**config.mk**
```make
export PLATFORM = sky130hd
export DESIGN_NAME = audio_serial_rx
export DESIGN_NICKNAME = d
export VERILOG_FILES = /design/src/rtl/asrx_pkg.sv /design/src/rtl/asrx_sync.sv /design/src/rtl/asrx_edge.sv /design/src/rtl/asrx_shift.sv /design/src/rtl/audio_serial_rx.sv
export SDC_FILE = /design/constraint.sdc
export NUM_CORES = 1
export LEC_CHECK = 0
export ABC_AREA = 1
export BUFFER_PORTS_ARGS = -buffer_cell sky130_fd_sc_hd__buf_4
export CAP_MARGIN = 20
export CORE_UTILIZATION = 36
export CTS_BUF_LIST = sky130_fd_sc_hd__clkbuf_4
export CTS_CLUSTER_DIAMETER = 200
export DETAILED_ROUTE_END_ITERATION = 16
export REMOVE_ABC_BUFFERS = 1
export SYNTH_ARGS = -nofsm -noshare
export SYNTH_HDL_FRONTEND = slang
export SYNTH_HIERARCHICAL = 1
export SYNTH_SLANG_ARGS = --single-unit
```
**constraint.sdc**
```tcl
create_clock -name clk_i -period 5.5 [get_ports clk_i]
set_input_delay 0 -clock clk_i [delete_from_list [all_inputs] [get_ports clk_i]]
set_output_delay 0 -clock clk_i [all_outputs]
set_load 0.1 [all_outputs]
```
**src/rtl/asrx_pkg.sv**
```systemverilog
package asrx_pkg;
  typedef enum logic [2:0] {
    FMT_LSB16 = 3'b000,
    FMT_LSB20 = 3'b001,
    FMT_MSB   = 3'b010,
    FMT_I2S   = 3'b011,
    FMT_LSB24 = 3'b100
  } fmt_e;

  function automatic fmt_e decode_fmt(logic [2:0] code);
    case (code)
      3'b000:  return FMT_LSB16;
      3'b001:  return FMT_LSB20;
      3'b010:  return FMT_MSB;
      3'b011:  return FMT_I2S;
      default: return FMT_LSB24;
    endcase
  endfunction
endpackage

```
**src/rtl/asrx_sync.sv**
```systemverilog
module asrx_sync #(
  parameter int STAGES = 2,
  parameter int W      = 3
) (
  input  logic         clk_i,
  input  logic         rst_ni,
  input  logic [W-1:0] d_i,
  output logic [W-1:0] q_o
);
  logic [W-1:0] stg [STAGES];

  always_ff @(posedge clk_i or negedge rst_ni) begin
    if (!rst_ni) begin
      for (int i = 0; i < STAGES; i++) stg[i] <= '0;
    end else begin
      stg[0] <= d_i;
      for (int i = 1; i < STAGES; i++) stg[i] <= stg[i-1];
    end
  end

  assign q_o = stg[STAGES-1];
endmodule

```
**src/rtl/asrx_edge.sv**
```systemverilog
module asrx_edge (
  input  logic clk_i,
  input  logic rst_ni,
  input  logic lvl_i,
  output logic rise_o
);
  logic lvl_q;

  always_ff @(posedge clk_i or negedge rst_ni) begin
    if (!rst_ni) lvl_q <= 1'b0;
    else         lvl_q <= lvl_i;
  end

  assign rise_o = lvl_i & ~lvl_q;
endmodule

```
**src/rtl/asrx_shift.sv**
```systemverilog
module asrx_shift import asrx_pkg::*; #(
  parameter int DATA_W   = 24,
  parameter int SLOT_MAX = 63
) (
  input  logic              clk_i,
  input  logic              rst_ni,
  input  logic              rise_i,
  input  logic              ws_i,
  input  logic              d_i,
  input  fmt_e              fmt_i,
  output logic              word_vld_o,
  output logic              word_left_o,
  output logic [DATA_W-1:0] word_o
);
  localparam int CNT_W = $clog2(SLOT_MAX + 1);
  localparam logic [CNT_W-1:0] CNT_MAX = CNT_W'(SLOT_MAX);

  logic              seen, primed, ws_q;
  logic [CNT_W-1:0]  cnt, idx;
  logic [DATA_W-1:0] acc, sr;
  logic              ws_chg;

  assign ws_chg = seen & (ws_i != ws_q);
  assign idx    = ws_chg ? '0 : cnt;

  function automatic logic [DATA_W-1:0] sext(logic [DATA_W-1:0] v, int n);
    logic signed [DATA_W-1:0] t;
    t = signed'(v << (DATA_W - n));
    return DATA_W'(t >>> (DATA_W - n));
  endfunction

  always_ff @(posedge clk_i or negedge rst_ni) begin
    if (!rst_ni) begin
      seen   <= 1'b0;
      primed <= 1'b0;
      ws_q   <= 1'b0;
      cnt    <= '0;
      acc    <= '0;
      sr     <= '0;
    end else if (rise_i) begin
      seen   <= 1'b1;
      primed <= primed | ws_chg;
      ws_q   <= ws_i;
      sr     <= {sr[DATA_W-2:0], d_i};
      cnt    <= ws_chg ? CNT_W'(1) : ((cnt == CNT_MAX) ? cnt : cnt + 1'b1);
      case (fmt_i)
        FMT_MSB: begin
          if (idx == '0)                acc <= DATA_W'(d_i);
          else if (idx < CNT_W'(DATA_W)) acc <= {acc[DATA_W-2:0], d_i};
        end
        FMT_I2S: begin
          // first slot bit belongs to no word
          if (idx == '0)                 acc <= '0;
          else if (idx <= CNT_W'(DATA_W)) acc <= {acc[DATA_W-2:0], d_i};
        end
        default: acc <= acc;
      endcase
    end
  end

  always_comb begin
    int n;
    n = 0;
    case (fmt_i)
      FMT_MSB: begin
        n = (int'(cnt) >= DATA_W) ? DATA_W : int'(cnt);
        word_o = (n == 0) ? '0 : acc << (DATA_W - n);
      end
      FMT_I2S: begin
        n = (cnt == '0) ? 0 : ((int'(cnt) - 1 >= DATA_W) ? DATA_W : int'(cnt) - 1);
        word_o = (n == 0) ? '0 : acc << (DATA_W - n);
      end
      FMT_LSB16: word_o = sext(sr, 16);
      FMT_LSB20: word_o = sext(sr, 20);
      default:   word_o = sr;
    endcase
  end

  assign word_vld_o  = rise_i & ws_chg & primed;
  assign word_left_o = (fmt_i == FMT_I2S) ? ~ws_q : ws_q;
endmodule

```
**src/rtl/audio_serial_rx.sv**
```systemverilog
module audio_serial_rx import asrx_pkg::*; #(
  parameter int DATA_W      = 24,
  parameter int SYNC_STAGES = 2,
  parameter int SLOT_MAX    = 63
) (
  input  logic              clk_i,
  input  logic              rst_ni,
  input  logic              bclk_i,
  input  logic              wclk_i,
  input  logic              sdata_i,
  input  logic [2:0]        fmt_reg_i,
  input  logic [2:0]        fmt_pin_i,
  output logic [DATA_W-1:0] left_o,
  output logic [DATA_W-1:0] right_o,
  output logic              valid_o
);
  logic [2:0]        link_s;
  logic              bclk_s, wclk_s, sdata_s;
  logic              bclk_rise;
  fmt_e              fmt;
  logic              word_vld, word_left;
  logic [DATA_W-1:0] word, left_hold;
  logic              have_left;

  asrx_sync #(.STAGES(SYNC_STAGES), .W(3)) u_sync (
    .clk_i, .rst_ni, .d_i({bclk_i, wclk_i, sdata_i}), .q_o(link_s)
  );
  assign {bclk_s, wclk_s, sdata_s} = link_s;

  asrx_edge u_edge (.clk_i, .rst_ni, .lvl_i(bclk_s), .rise_o(bclk_rise));

  assign fmt = decode_fmt(fmt_reg_i | fmt_pin_i);

  asrx_shift #(.DATA_W(DATA_W), .SLOT_MAX(SLOT_MAX)) u_shift (
    .clk_i, .rst_ni, .rise_i(bclk_rise), .ws_i(wclk_s), .d_i(sdata_s),
    .fmt_i(fmt), .word_vld_o(word_vld), .word_left_o(word_left), .word_o(word)
  );

  always_ff @(posedge clk_i or negedge rst_ni) begin
    if (!rst_ni) begin
      left_hold <= '0;
      have_left <= 1'b0;
      left_o    <= '0;
      right_o   <= '0;
      valid_o   <= 1'b0;
    end else begin
      valid_o <= 1'b0;
      if (word_vld) begin
        if (word_left) begin
          left_hold <= word;
          have_left <= 1'b1;
        end else if (have_left) begin
          left_o    <= left_hold;
          right_o   <= word;
          valid_o   <= 1'b1;
          have_left <= 1'b0;
        end
      end
    end
  end
endmodule

```
==> flow_summary.ini <==
[place]
post-place-cells = 1745
pre_cts_ws_ps = 891
port_buffers = 59
hpwl_um = 20800
gp_congestion = 0.920

[timing]
fmax_ghz = 0.210
worst_slack_ps = 728
tightest_slew_ps = 910
finalCritPeriodShare_pct = 86.8
hold_viol = 0
setup_tns_ps = 0
fin_skew_ps = 39.5
setup_viol = 0
max_slew_margin_pct = 39.2
rsz0062_at_grt = false
fin_crit_ps = 4770
maxSlewViolCount = 0

[synth]
ys.flop_type = dfrtp_1
avgSynthCellArea_um2 = 6.61
synth_edf_count = 0
syn_inst = 1420
async_flop_share_pct = 100
yosys_warnings = 6
ys_seq_elements = 138
synth-seq-area-share_pct = 36.8
ys_types = 44
synth_area_um2 = 9380

[worst_setup_path]
r2r_start = u_shift/cnt[0]
critPathLaunch = u_shift/cnt[0]
endpoint_kind = register
slowest_delay_ps = 550
cp.arrival_ps = 5290
r2r_end = right_o[23]
path_buf_inv = 3
reg2reg_slack_ps = 730
reg2regPathDepth = 26
path_common_cell = nand2_1
cp_slowest_cell = nor2_1
cp_data_required_time_ps = 6010
critPathKind = register to register
start_kind = register
crit_path_max_fanout = 37
critPathTopFamily = simple AND/OR/NAND/NOR gates

[outcome]
status = complete, no violations

[clock_tree]
worstSkewPairLatency_ps = 590
ctsLongestPathBuffers = 2
root_buffer = clkbuf_4
cts_max_level = 4
post-cts-setup-buffers = 0
cts_tree = done
cts_num_sinks = 138
cts_buffers = 17
clk_pin_slew_ps = 170

[die]
rows = 58
num_io_pins = 60
fp.dieH_um = 163
initial_core_util_pct = 36.9
core_um2 = 25400
dieArea_um2 = 26700
die_width_um = 163

[grt]
antenna_found_initial = 0
globalRoute.totalOverflow = 0
grt_pass1_wl_um = 45600
grt_usage_pct = 21.9
grt_max_degree = 92
first_global_vias = 8594

[layout]
final_cells = 1781
layout_commonest_cell = nand2_1
final_cell_mix = nand2_1 (561), nand3_1 (160), dfrtp_1 (138)
final_core_util_pct = 40.4
syn_to_final_growth_pct = 9.35
fin_nets = 1461
nFillCells = 2759
layout-drive-gt1-share_pct = 10.9
num_antenna_cells = 0

[detailed_routing]
wl_per_cell_um = 16.1
totalWireLength_um = 28600
drt_iter0_drc = 978
drc = 0
vias_per_cell = 5.31
vias = 9459
final_antenna_net_count = 0
dr.pass1.iters = 8

[run]
max_cap_violations = 0

[power]
power.net_switching_mw = 2.67
power_density_nw_per_um2 = 459
ir_drop_uv = 286
seqPwrFrac_pct = 28.7
p_comb_share_pct = 56.1
clkPwrFrac_pct = 15.2
p_leak_nw = 5.28
switching_share_pct = 56.6
p_int_mw = 2.04

[hold_path]
min_path_type = input port to asynchronous set/reset pin
-- kinds of logic after synthesis --
family / synth area share, %
buffers and inverters: 9.47
XOR/XNOR: 0.0934
adder cells (fa/ha/maj): 1.60
other: 0.0800
multiplexers: 0.213
AO/OA/AOI/OAI: 10.5
flip-flops: 36.8
AND/OR/NAND/NOR: 41.3
-- area by class of cell --
type	count	area, um2	share of cell area, %
clock buffer	17	128	1.24
clock inverter	15	175	1.71
inverter	106	400	3.90
multi-input combinational	1098	5100	49.7
sequential	138	3450	33.7
tap	330	413	4.02
timing repair buffer	77	592	5.77
-- stage by stage --
step	total power [mW]	hold WS, ps	instance area [um2]
finish	4.71	36.4	10300
global route	5.03	43.3	10300
CTS	4.71	24.2	10300
detailed placement	3.98	110	9920
global placement	3.98	109	9920
floorplan	3.26	-296	8930
-- state kept, by name, summed over array words and instances, names as in the netlist --
register / cells
u_shift/primed: 1
right_o: 24
u_shift/cnt: 6
u_shift/acc: 24
u_edge/lvl_q: 1
left_hold: 24
left_o: 24
u_shift/ws_q: 1
u_shift/sr: 24
valid_o: 1
u_sync/q_o: 3
u_shift/seen: 1
u_sync/stg: 3
have_left: 1
-- how the worst max path moves through the flow --
stage | depth (start not counted) | end | slack, ps
after global placement | 26 | right_o[23] | 910
after CTS | 26 | right_o[23] | 810
final | 26 | right_o[23] | 730
after detailed placement | 26 | right_o[23] | 890
after floorplan | 8 | left_o[0] | -290
after global routing | 25 | right_o[18] | 210
-- Yosys cell counts, drive strengths merged, types with 4 or more instances --
cell      n  area [um2]
nor2     90         385
o221ai    8        70.1
a31oi     4        25.0
ha       12         150
clkbuf   29         109
nand2   571        2180
nand4    59         369
o21ai   101         517
dfrtp   138        3450
nand3   164         856
a21oi    39         203
nor3      6        30.0
or2       5        31.3
clkinv    4        15.0
o211ai   14         110
inv     102         385
buf      59         379
-- repair_timing --
item	CTS	global route
hold buffers	4	0
resized for setup	0	0
hold endpoints to repair	93	0
-- power groups by stage --
stage          Combinational (mW)  Sequential (mW)  Clock, mW
2_1_floorplan                1.36             1.90          0
3_3_place_gp                 2.61             1.37          0
3_5_place_dp                 2.61             1.37          0
4_1_cts                      2.62             1.35      0.740
5_1_grt                      2.88             1.38      0.771
6_report                     2.64             1.35      0.716
-- metal layers --
metal	GRT usage, %	wire length, um
met5	0	0
met4	6.44	537
met3	3.94	1860
met2	34.6	12900
met1	30.4	13300
No activity file was read; power rests on OpenSTA's default activity.
